===== src/rtl/hfs_pkg.sv =====
`timescale 1ns/1ps
package hfs_pkg;
   typedef enum logic [2:0] {
      ST_RESET_WAIT,
      ST_SOFTSTART,
      ST_RUN,
      ST_HICCUP_WAIT,
      ST_LATCHED
   } hfs_state_e;
endpackage


===== src/rtl/hfs_sync.sv =====
`timescale 1ns/1ps
// Multi-flop resynchronizer for one asynchronous level.
module hfs_sync #(
   parameter int STAGES = 2
) (
   input  logic clk,
   input  logic rst_n,
   input  logic d,
   output logic q
);
   logic [STAGES-1:0] chain;

   always_ff @(posedge clk or negedge rst_n) begin
      if (!rst_n) chain <= '0;
      else        chain <= {chain[STAGES-2:0], d};
   end

   assign q = chain[STAGES-1];
endmodule


===== src/rtl/hfs_timer.sv =====
`timescale 1ns/1ps
// Loadable down-counter shared by the soft-start and hiccup dwell phases.
module hfs_timer #(
   parameter int W = 12
) (
   input  logic         clk,
   input  logic         rst_n,
   input  logic         load,
   input  logic [W-1:0] load_val,
   output logic         done,
   output logic [W-1:0] count
);
   always_ff @(posedge clk or negedge rst_n) begin
      if (!rst_n)             count <= '0;
      else if (load)          count <= load_val;
      else if (count != '0)   count <= count - 1'b1;
   end

   assign done = (count == '0);
endmodule


===== src/rtl/hfs_event_cnt.sv =====
`timescale 1ns/1ps
// Saturating fault-event counter, cleared only by reset.
module hfs_event_cnt #(
   parameter  int LIMIT = 3,
   localparam int CW    = $clog2(LIMIT + 1)
) (
   input  logic          clk,
   input  logic          rst_n,
   input  logic          inc,
   output logic          last,
   output logic [CW-1:0] count
);
   localparam logic [CW-1:0] FULL     = CW'(LIMIT);
   localparam logic [CW-1:0] PENULT   = CW'(LIMIT - 1);

   always_ff @(posedge clk or negedge rst_n) begin
      if (!rst_n)                    count <= '0;
      else if (inc && count != FULL) count <= count + 1'b1;
   end

   // The event being counted now is the one that reaches the limit.
   assign last = (count == PENULT);
endmodule


===== src/rtl/hiccup_fault_seq.sv =====
`timescale 1ns/1ps
module hiccup_fault_seq #(
   parameter int HICCUP_CYCLES = 2048,
   parameter int SS_CYCLES     = 256,
   parameter int FAULT_LIMIT   = 3,
   parameter int SYNC_STAGES   = 2
) (
   input  logic clk,
   input  logic rst_n,
   input  logic oc_flag,
   input  logic uv_flag,
   output logic sw_en,
   output logic ss_req,
   output logic fault_o
);
   import hfs_pkg::*;

   localparam int N_SRC = 2;
   localparam int TMAX  = (HICCUP_CYCLES > SS_CYCLES) ? HICCUP_CYCLES : SS_CYCLES;
   localparam int TW    = $clog2(TMAX + 1);
   localparam int CW    = $clog2(FAULT_LIMIT + 1);
   localparam logic [TW-1:0] HIC_LOAD = TW'(HICCUP_CYCLES - 1);
   localparam logic [TW-1:0] SS_LOAD  = TW'(SS_CYCLES - 1);

   // Elaboration-time parameter checks
   if (SYNC_STAGES < 2) begin : g_bad_sync
      $error("hiccup_fault_seq: SYNC_STAGES must be at least 2");
   end
   if (HICCUP_CYCLES < 1) begin : g_bad_hic
      $error("hiccup_fault_seq: HICCUP_CYCLES must be at least 1");
   end
   if (SS_CYCLES < 1) begin : g_bad_ss
      $error("hiccup_fault_seq: SS_CYCLES must be at least 1");
   end
   if (FAULT_LIMIT < 1) begin : g_bad_lim
      $error("hiccup_fault_seq: FAULT_LIMIT must be at least 1");
   end

   // Fault flag resynchronization, one chain per source
   logic [N_SRC-1:0] raw_flag;
   logic [N_SRC-1:0] sync_flag;
   assign raw_flag = {uv_flag, oc_flag};

   for (genvar gi = 0; gi < N_SRC; gi++) begin : g_src
      hfs_sync #(.STAGES(SYNC_STAGES)) u_sync (
         .clk  (clk),
         .rst_n(rst_n),
         .d    (raw_flag[gi]),
         .q    (sync_flag[gi])
      );
   end

   logic sync_any;
   assign sync_any = |sync_flag;

   // Sequencer state
   hfs_state_e state_q, state_d;
   logic       active;
   logic       fault_evt;
   logic       tim_load;
   logic [TW-1:0] tim_val;
   logic [TW-1:0] tim_cnt;
   logic       tim_done;
   logic       evt_last;
   logic [CW-1:0] evt_cnt;

   assign active    = (state_q == ST_SOFTSTART) || (state_q == ST_RUN);
   assign fault_evt = active && sync_any;

   hfs_timer #(.W(TW)) u_timer (
      .clk     (clk),
      .rst_n   (rst_n),
      .load    (tim_load),
      .load_val(tim_val),
      .done    (tim_done),
      .count   (tim_cnt)
   );

   hfs_event_cnt #(.LIMIT(FAULT_LIMIT)) u_evt (
      .clk  (clk),
      .rst_n(rst_n),
      .inc  (fault_evt),
      .last (evt_last),
      .count(evt_cnt)
   );

   always_comb begin
      state_d  = state_q;
      tim_load = 1'b0;
      tim_val  = SS_LOAD;
      unique case (state_q)
         ST_RESET_WAIT: begin
            state_d  = ST_SOFTSTART;
            tim_load = 1'b1;
         end
         ST_SOFTSTART, ST_RUN: begin
            if (fault_evt) begin
               if (evt_last) begin
                  state_d = ST_LATCHED;
               end else begin
                  state_d  = ST_HICCUP_WAIT;
                  tim_load = 1'b1;
                  tim_val  = HIC_LOAD;
               end
            end else if (state_q == ST_SOFTSTART && tim_done) begin
               state_d = ST_RUN;
            end
         end
         ST_HICCUP_WAIT: begin
            if (tim_done) begin
               state_d  = ST_SOFTSTART;
               tim_load = 1'b1;
            end
         end
         ST_LATCHED: state_d = ST_LATCHED;
         default:    state_d = ST_LATCHED;
      endcase
   end

   always_ff @(posedge clk or negedge rst_n) begin
      if (!rst_n) state_q <= ST_RESET_WAIT;
      else        state_q <= state_d;
   end

   // Drive outputs drop in the same cycle the synchronized fault appears
   assign sw_en   = active && !sync_any;
   assign ss_req  = (state_q == ST_SOFTSTART) && !sync_any;
   assign fault_o = (state_q == ST_LATCHED);
endmodule


===== config.mk =====
export PLATFORM = sky130hd
export DESIGN_NAME = hiccup_fault_seq
export DESIGN_NICKNAME = d
export VERILOG_FILES = /design/src/rtl/hfs_pkg.sv /design/src/rtl/hfs_sync.sv /design/src/rtl/hfs_timer.sv /design/src/rtl/hfs_event_cnt.sv /design/src/rtl/hiccup_fault_seq.sv
export SDC_FILE = /design/constraint.sdc
export NUM_CORES = 1
export LEC_CHECK = 0
export BUFFER_PORTS_ARGS = -buffer_cell sky130_fd_sc_hd__buf_2
export CAP_MARGIN = 10
export CORE_UTILIZATION = 58
export CTS_CLUSTER_DIAMETER = 60
export DETAILED_ROUTE_END_ITERATION = 8
export PLACE_DENSITY_LB_ADDON = 0.3
export SKIP_CTS_REPAIR_TIMING = 1
export SYNTH_ARGS = -nofsm -noshare
export SYNTH_HDL_FRONTEND = slang
export SYNTH_SLANG_ARGS = --single-unit

===== constraint.sdc =====
create_clock -name clk -period 2.5 [get_ports clk]
set_input_delay 0.75 -clock clk [delete_from_list [all_inputs] [get_ports clk]]
set_output_delay 0.75 -clock clk [all_outputs]
set_load 0.01 [all_outputs]

After elaboration in Yosys (flattened, before gate mapping)
Index checks and enable logic that the tools add are counted.
{"block": "op_classes", "addsub": 2, "n_eq_ne": 8, "mux": 14, "reduce_logical": 14}
{"op": "$mux 11", "n": 3}
{"op": "$mux 12", "n": 2}
{"op": "$logic_not 12->1", "n": 1}
{"op": "$mux 3", "n": 4}
{"op": "$reduce_bool 12->1", "n": 1}
{"op": "$sub 12x1->12 const B", "n": 1}
{"op": "$pmux 3 s3", "n": 1}
{"op": "$eq 3x2->1 const B", "n": 2}
{"op": "$logic_and 1x1->1", "n": 5}
{"op": "$ne 2x2->1 const B", "n": 2}
{"op": "$reduce_or 2->1", "n": 2}
{"op": "$eq 3x1->1 const B", "n": 1}
{"op": "$eq 3x3->1 const B", "n": 1}
{"op": "$logic_not 3->1", "n": 1}
{"op": "$mux 1", "n": 3}
{"op": "$ne 3x2->1 const B", "n": 1}
{"op": "$pmux 1 s3", "n": 1}
{"op": "$add 2x1->2 const B", "n": 1}
{"op": "$eq 2x2->1 const B", "n": 1}
{"op": "$reduce_and 2->1", "n": 1}
{"op": "$reduce_bool 2->1", "n": 1}
{"op": "$logic_not 1->1", "n": 1}
{"op": "$logic_or 1x1->1", "n": 1}
{"block": "totals", "ff_bits": 21, "in_bits": 4, "output_inout_bits": 3, "elab_cells": 43}

Logic depth before layout (Yosys ltp)
Gate-level depths: netlist of run 1.
{"block": "logic_depth", "depth_word": 6, "ltp_mapped": 6, "mapped_depth_nobuf": 6}

Hierarchy
A second synthesis of run 1 with hierarchy kept.
{"block": "hier_totals", "cells_unflattened": 117, "area_unflattened_um2": 1189.9}
{"module": "hfs_timer", "instances": 1, "cells_each": 72, "area_per_inst_um2": 730.7, "seq_area_each_um2": 300.3}
{"module": "hiccup_fault_seq", "instances": 1, "cells_each": 32, "area_per_inst_um2": 244.0, "seq_area_each_um2": 75.1}
{"module": "hfs_event_cnt", "instances": 1, "cells_each": 9, "area_per_inst_um2": 115.1, "seq_area_each_um2": 50.0}
{"module": "hfs_sync", "instances": 2, "cells_each": 2, "area_per_inst_um2": 50.0, "seq_area_each_um2": 50.0}

Worst setup path after synthesis of run 1
No wires, ideal clock.
{"block": "synth_timing", "path_kind": "flip-flop to flip-flop", "start": "register u_timer.count[0]", "end": "register state_q[1]", "setup_ns": 0.065, "t_arrival_ns": 1.838, "t_required_ns": 2.435, "setup_slack_ns": 0.596, "path_stages_with_launch": 7, "n_path_buf": 0, "synth_period_minus_slack_ns": 1.904, "cell_sequence": "dfrtp_1 inv_1 ha_1 or3b_2 or3_4 a21boi_2 o221a_2"}
{"block": "synth_between", "elab_chain_len": 4, "word_cells_on_any_way": 5, "cone_classes": "eq/ne: 2; reduce/logical: 3"}
{"element": "start, declared", "line_no": "hfs_timer.sv:11", "text": "output logic [W-1:0] count"}
{"element": "start signal, assigned", "line_no": "hfs_timer.sv:15", "text": "else if (load) count <= load_val;"}
{"element": "start signal, assigned", "line_no": "hfs_timer.sv:16", "text": "else if (count != '0) count <= count - 1'b1;"}
{"element": "$logic_not 12->1 *", "line_no": "hfs_timer.sv:19", "text": "assign done = (count == '0);"}
{"element": "$logic_and 1x1->1", "line_no": "hiccup_fault_seq.sv:105", "text": "end else if (state_q == ST_SOFTSTART && tim_done) begin"}
{"element": "$ne 3x2->1 (no line)"}
{"element": "$reduce_and 2->1 (no line) *"}
{"element": "end signal, assigned", "line_no": "hiccup_fault_seq.sv:122", "text": "else state_q <= state_d;"}
{"element": "end, declared", "line_no": "hiccup_fault_seq.sv:57", "text": "hfs_state_e state_q, state_d;"}
Mark *: on every way between the ends. The rest lies on a longest branch, timed or not.
A chain may end at the register's enable or synchronous reset.

Final worst setup path of run 1
{"block": "layout_timing", "start": "register g_src[1].u_sync.chain[1]", "end": "output port ss_req"}
{"block": "layout_between", "elab_chain_len": 3}
{"element": "start, declared", "line_no": "hfs_sync.sv:11", "text": "logic [STAGES-1:0] chain;"}
{"element": "start signal, assigned", "line_no": "hfs_sync.sv:15", "text": "else chain <= {chain[STAGES-2:0], d};"}
{"element": "$reduce_or 2->1", "line_no": "hiccup_fault_seq.sv:54", "text": "assign sync_any = |sync_flag;"}
{"element": "$logic_not 1->1", "line_no": "hiccup_fault_seq.sv:127", "text": "assign ss_req = (state_q == ST_SOFTSTART) && !sync_any;"}
{"element": "$logic_and 1x1->1", "line_no": "hiccup_fault_seq.sv:127"}
{"element": "end, declared", "line_no": "hiccup_fault_seq.sv:13", "text": "output logic ss_req,"}
Every way passes these cells.

==> results of run 1 <==
-- cells in the mapped netlist --
master	n	area share, %
nor2_1	5	1.6
a21o_1	2	1.3
or4_4	1	0.97
nand2_1	8	2.6
nor4_4	1	1.8
dfrtp_1	21	45
clkbuf_1	4	1.3
xor2_1	1	0.75
ha_1	4	4.3
xnor2_1	3	2.3
a2bb2oi_1	1	0.75
nand3_1	4	1.7
nor3_2	1	0.86
nor3_1	4	1.7
nor2_2	1	0.54
inv_1	7	2.3
a31oi_1	3	1.6
nor4_1	3	1.6
and2_1	2	1.1
nand3b_1	1	0.64
a21boi_2	1	0.97
nand2b_1	1	0.54
o21ai_0	3	1.3
o221a_2	1	0.97
or4_1	3	1.9
or2_2	3	1.6
nor3b_1	3	1.9
nor4_2	1	1.1
o31ai_1	1	0.64
o22ai_1	1	0.54
o41ai_1	1	0.75
o211ai_1	3	1.9
mux2i_1	1	0.86
nor4b_1	1	0.75
or3b_2	1	0.75
o21ba_2	1	0.86
or3_4	1	0.97
a211oi_1	3	1.9
o21a_1	1	0.64
a21oi_1	4	1.7
nand4_1	3	1.6
or3_1	2	1.1
-- cells in the final DEF, fill, tap and decap left out, types with 2 or more instances in the layout --
master and n:
a211oi_1 3, a21o_1 2, a21oi_1 4, a31oi_1 3, and2_1 2, buf_2 6
clkbuf_4 3, dfrtp_1 21, ha_1 4, inv_1 7, nand2_1 8, nand3_1 4
nand4_1 3, nor2_1 5, nor3_1 4, nor3b_1 3, nor4_1 3, o211ai_1 3
o21ai_0 3, or2_2 3, or3_1 2, or4_1 3, xnor2_1 3
-- cell families after synthesis --
kind of cell	count (synthesis)	synth area share, %
buffers and inverters	11	3.54
multiplexers	1	0.858
AO/OA/AOI/OAI	26	15.9
flip-flops	21	45.1
adder cells (fa/ha/maj)	4	4.29
AND/OR/NAND/NOR	50	27.4
XOR/XNOR	4	3.00
-- final cells by class --
type                    instances  area [µm²]  area share (%)
clock buffers                   4        26.3            2.12
inverters                       7        26.3            2.12
multi-input cells              85         599            48.4
flip-flops and latches         21         526            42.4
well taps                      25        31.3            2.53
repair buffers                  6        30.0            2.42
-- how the worst max path moves through the flow --
stage,endpoint,slack [ns],cells past startpoint,start
floorplan,state_q[1]$_DFFE_PN0P_,0.60,6,u_timer.count[0]$_DFFE_PN0P_
global placement,state_q[1]$_DFFE_PN0P_,0.54,6,u_timer.count[0]$_DFFE_PN0P_
detailed placement,state_q[1]$_DFFE_PN0P_,0.49,6,u_timer.count[0]$_DFFE_PN0P_
CTS,ss_req,0.31,3,g_src[1].u_sync.chain[1]$_DFF_PN0_
global route,ss_req,0.21,3,g_src[1].u_sync.chain[1]$_DFF_PN0_
finish,ss_req,0.29,3,g_src[1].u_sync.chain[1]$_DFF_PN0_
-- stage by stage --
| step | std cells | util [%] | setup slack, ns | hold slack [ns] | total power [W] |
|---|---|---|---|---|---|
| floorplan | 117 | - | 0.596 | 0.331 | 0.000910 |
| global placement | 144 | 67.3 | 0.536 | 0.335 | 0.000991 |
| detailed placement | 144 | 67.3 | 0.489 | 0.345 | 0.00101 |
| CTS | 148 | 68.8 | 0.308 | 0.364 | 0.00117 |
| global route | 148 | 68.8 | 0.209 | 0.376 | 0.00127 |
| finish | 148 | 68.8 | 0.291 | 0.359 | 0.00118 |
-- worst reg2reg max path: stages (launching register included) --
cell	delay (ns)
dfrtp_1	0.40
inv_1	0.14
ha_1	0.16
or3b_2	0.51
or3_4	0.43
a21boi_2	0.18
o221a_2	0.20
-- per-layer routing --
metal | vias up | wire, µm | track usage (%)
met2 | 19 | 949 | 37.5
li1 | 448 | - | -
met3 | 5 | 74 | 3.46
met5 | - | 0 | 0
met4 | 0 | 38 | 10.3
met1 | 434 | 1030 | 34.3
-- flip-flops by register name (all words and copies together) (netlist names) --
register            flops
u_timer.count          12
state_q                 3
u_evt.count             2
g_src.u_sync.chain      4
-- where the power goes --
part / total [W] / internal, W / switching (W) / leakage (nW)
sequential: 0.000551 / 0.000434 / 0.000117 / 0.237
combinational: 0.000465 / 0.000210 / 0.000255 / 0.224
clock: 0.000163 / 0.0000624 / 0.000101 / 0.0150
==> results.py, run 1 <==
metrics = {
    "floorplan": {
        "placementRows": 15,
        "die_h_um": 46.8,
        "start_util_pct": 64.7,
        "die_w_um": 46.8,
        "coreArea_um2": 1800,
        "ios": 7,
        "die-area_um2": 2190,
    },
    "worst_hold_path": {
        "hold_path_end": "g_src[1].u_sync.chain[1]$_DFF_PN0_",
        "hold_class": "reg2reg",
        "min_from": "g_src[1].u_sync.chain[0]$_DFF_PN0_",
        "whs_path_depth": 0,
    },
    "layout": {
        "num-fill-cells": 150,
        "nets": 132,
        "syn_to_final_growth_pct": 6.22,
        "final_layout_size_suffix_gt1_share_pct": 17.9,
        "antennaDiodeCount": 0,
        "final_cell_area_um2": 1240,
    },
    "synth": {
        "synth_area_um2": 1170,
        "synth_cell_types": 42,
        "syn_nets": 125,
        "synth_seq_cells": 21,
        "synth_warnings": 0,
        "syn_area_per_cell_um2": 9.97,
        "syn_inst": 117,
        "yosysSeqAreaShare_pct": 45.1,
    },
    "placed_design": {
        "routabilityCongestion": 0.855,
        "dp.final_hpwl_um": 1520,
        "port_buffers": 6,
        "place_area_um2": 1210,
    },
    "critical_path": {
        "cp-end-kind": "output pin",
        "r2r-end": "state_q[1]$_DFFE_PN0P_",
        "critPathKind": "reg2out",
        "cp_max_fo": 3,
        "r2r_setup_slack_ns": 0.43,
        "max_stage_delay_ns": 0.40,
        "critPathSlowestCell": "dfrtp_1",
        "critPathBufInv": 1,
        "rr_worst_depth": 6,
        "cp_top_family": "simple AND/OR/NAND/NOR gates",
        "rr_startpoint": "u_timer.count[0]$_DFFE_PN0P_",
        "crit_chain": "or2_2 -> nor4b_1 -> buf_2",
        "worst_ep_required_time_ns": 1.75,
        "worst_setup_path_start_kind": "flip-flop",
        "crit_arrival_ns": 1.46,
    },
    "clock_network": {
        "cts.clk_slew.worst_paths_ns": 0.11,
        "cts_tree": "yes",
        "clk_latency_ns": 0.31,
        "cts_buffer_depth": 2,
        "cts-root-buf": "clkbuf_4",
        "cts_made_buffers": 3,
        "htreeDepth": 1,
        "cts.sinks": 21,
    },
    "route": {
        "drtIter0Drc": 19,
        "vias_per_cell": 6.12,
        "wire_per_inst_um": 14.1,
        "drcViolationCount": 0,
        "vias": 906,
        "wl_um": 2090,
        "drt_pass1_iterations": 4,
        "antenna_left": 0,
    },
    "timing": {
        "slew_violations": 0,
        "worst_pin_slew_ns": 0.628,
        "fmax_mhz": 453,
        "fin_skew_ns": 0.00491,
        "hold_violations": 0,
        "grt_setup_unrepaired": "no",
        "min_period_ns": 2.21,
        "period_share_pct": 88.4,
        "slew_headroom_pct": 57.7,
        "setup-tns-final_ns": 0,
        "setup_viol": 0,
    },
    "global_routing": {
        "grt_pass1_wl_um": 3610,
        "grt_usage_pct": 24.3,
        "grt-ovfl-total": 0,
        "antenna_found_initial": 0,
        "grt_max_degree": 22,
        "first_global_vias": 806,
    },
    "status": {
        "outcome": "completed",
    },
    "power": {
        "p_leak_nw": 0.475,
        "powerDensity_nw_per_um2": 952,
        "ir_worst_vdd_v": 0.000695,
    },
    "flow_run": {
        "maxCapViolCount": 0,
    },
}
(Power assumes the default switching activity.)
==> run 2, diff against run 1 <==
--- a/config.mk
+++ b/config.mk
@@ -7,7 +7,7 @@
 export LEC_CHECK = 0
 export BUFFER_PORTS_ARGS = -buffer_cell sky130_fd_sc_hd__buf_2
 export CAP_MARGIN = 10
-export CORE_UTILIZATION = 58
+export CORE_UTILIZATION = 63
 export CTS_CLUSTER_DIAMETER = 60
 export DETAILED_ROUTE_END_ITERATION = 8
 export PLACE_DENSITY_LB_ADDON = 0.3
==> constraint.sdc (replaced) <==
create_clock -name clk -period 2.6 [get_ports clk]
set_input_delay 0.78 -clock clk [delete_from_list [all_inputs] [get_ports clk]]
set_output_delay 0.78 -clock clk [all_outputs]
set_load 0.01 [all_outputs]
==> run 2 against run 1 <==
Compared with the run above: via count is 0.44% higher; clock power shrank 3%; global-route usage grew 0.98 points; die area fell by 7.6%; critical path depth stayed put; combinational power down 3%; register-to-register slack better by 0.10 ns; largest cell class unchanged; highest routed layer unchanged.
==> results.py, run 2 (same netlist as run 1, synthesis figures left out) <==
metrics = {
    "status": {
        "outcome": "completed",
    },
    "critical_path": {
        "worst_setup_path_start_kind": "flip-flop",
        "worst_ep_required_time_ns": 1.82,
        "crit_arrival_ns": 1.43,
        "critPathKind": "reg2out",
        "crit_chain": "or2_2 -> nor4b_1 -> buf_2",
        "cp_max_fo": 3,
        "cp-end-kind": "output pin",
        "max_stage_delay_ns": 0.42,
        "r2r_setup_slack_ns": 0.53,
        "critPathSlowestCell": "dfrtp_1",
    },
    "worst_hold_path": {
        "hold_class": "reg2reg",
    },
    "route": {
        "drt_pass1_iterations": 4,
        "antenna_left": 0,
        "vias": 910,
        "drtIter0Drc": 14,
        "wire_per_inst_um": 14.4,
        "drcViolationCount": 0,
        "wl_um": 2130,
        "vias_per_cell": 6.15,
    },
    "floorplan": {
        "die-area_um2": 2030,
        "placementRows": 15,
        "die_h_um": 45.0,
        "start_util_pct": 67.5,
        "ios": 7,
        "coreArea_um2": 1730,
        "die_w_um": 45.0,
    },
    "layout": {
        "final_common_cell": "dfrtp_1",
        "num-fill-cells": 130,
        "nets": 132,
        "syn_to_final_growth_pct": 6.22,
        "antennaDiodeCount": 0,
        "multi_input_area_um2": 599,
        "top_register": "u_timer.count",
        "largest_reg_flops": 12,
        "layout_common_cells": "dfrtp_1, nand2_1, inv_1, buf_2, nor2_1",
        "register_area_um2": 526,
        "final_layout_size_suffix_gt1_share_pct": 17.9,
        "top_regs": "u_timer.count x12, g_src.u_sync.chain x4, state_q x3",
        "final_util_pct": 71.7,
    },
    "global_routing": {
        "antenna_found_initial": 0,
        "first_global_vias": 816,
        "grt_max_degree": 22,
        "grt_usage_pct": 25.2,
        "grt_pass1_wl_um": 3650,
        "grt-ovfl-total": 0,
    },
    "timing": {
        "slew_violations": 0,
        "slew_headroom_pct": 55.1,
        "setup_viol": 0,
        "setup-tns-final_ns": 0,
        "fin_skew_ns": 0.00800,
        "worst_pin_slew_ns": 0.667,
        "period_share_pct": 85.1,
        "fmax_mhz": 452,
        "min_period_ns": 2.21,
        "grt_setup_unrepaired": "no",
        "hold_violations": 0,
    },
    "power": {
        "p_leak_nw": 0.475,
        "powerDensity_nw_per_um2": 918,
        "ir_worst_vdd_v": 0.000534,
        "power_w": 0.00114,
    },
    "clock_network": {
        "clk_latency_ns": 0.30,
        "cts.sinks": 21,
        "htreeDepth": 1,
        "cts-root-buf": "clkbuf_4",
        "cts_tree": "yes",
        "cts_made_buffers": 3,
        "cts.clk_slew.worst_paths_ns": 0.12,
        "cts_buffer_depth": 2,
    },
    "placed_design": {
        "routabilityCongestion": 0.814,
        "port_buffers": 6,
        "dp.final_hpwl_um": 1580,
    },
    "flow_run": {
        "maxCapViolCount": 0,
    },
}
==> run 2: path summary, 6_finish.rpt <==
check | cells past startpoint | end | start
min in group asynchronous | 1 | u_timer.count[7]$_DFFE_PN0P_ | rst_n
hold / removal | 0 | g_src[1].u_sync.chain[1]$_DFF_PN0_ | g_src[1].u_sync.chain[0]$_DFF_PN0_
max in group asynchronous | 1 | u_timer.count[11]$_DFFE_PN0P_ | rst_n
hold reg to reg | 0 | g_src[1].u_sync.chain[1]$_DFF_PN0_ | g_src[1].u_sync.chain[0]$_DFF_PN0_
setup / recovery | 3 | ss_req | g_src[0].u_sync.chain[1]$_DFF_PN0_
setup reg to reg | 6 | state_q[1]$_DFFE_PN0P_ | u_timer.count[0]$_DFFE_PN0P_
==> run 2: worst max-delay path, delay by kind of cell, from the launching register on <==
kind / cells / cell delay [ns]
buffers and inverters: 1 / 0.18
DFF: 1 / 0.42
and+or+nand+nor: 2 / 0.53
==> run 2: power breakdown <==
part	leakage [nW]	switching, W	internal, W	total, W
registers	0.237	0.000113	0.000417	0.000530
logic	0.224	0.000246	0.000202	0.000449
clock network	0.0150	0.0000980	0.0000598	0.000158
==> run 2: layout make-up <==
type | count | share of cell area, %
clock buffer | 4 | 2.12
sequential | 21 | 42.4
inverter | 7 | 2.12
timing repair buffer | 6 | 2.42
multi-input combinational | 85 | 48.4
tap | 25 | 2.53
==> run 2: per-layer routing <==
layer | part of all wire, % | vias to the layer above | GRT usage [%]
li1 | - | 447 | -
met1 | 48 | 448 | 36.0
met2 | 49 | 13 | 39.1
met3 | 2.4 | 2 | 3.60
met4 | 0.66 | 0 | 9.70
met5 | 0 | - | 0
==> run 2: metrics by stage <==
step / hold slack [ns] / setup slack, ns / cell area [µm²] / instances
2_1_floorplan: 0.331 / 0.696 / 1170 / 117
3_3_place_gp: 0.334 / 0.629 / 1210 / 144
3_5_place_dp: 0.340 / 0.563 / 1210 / 144
4_1_cts: 0.366 / 0.393 / 1240 / 148
5_1_grt: 0.370 / 0.289 / 1240 / 148
6_report: 0.364 / 0.387 / 1240 / 148
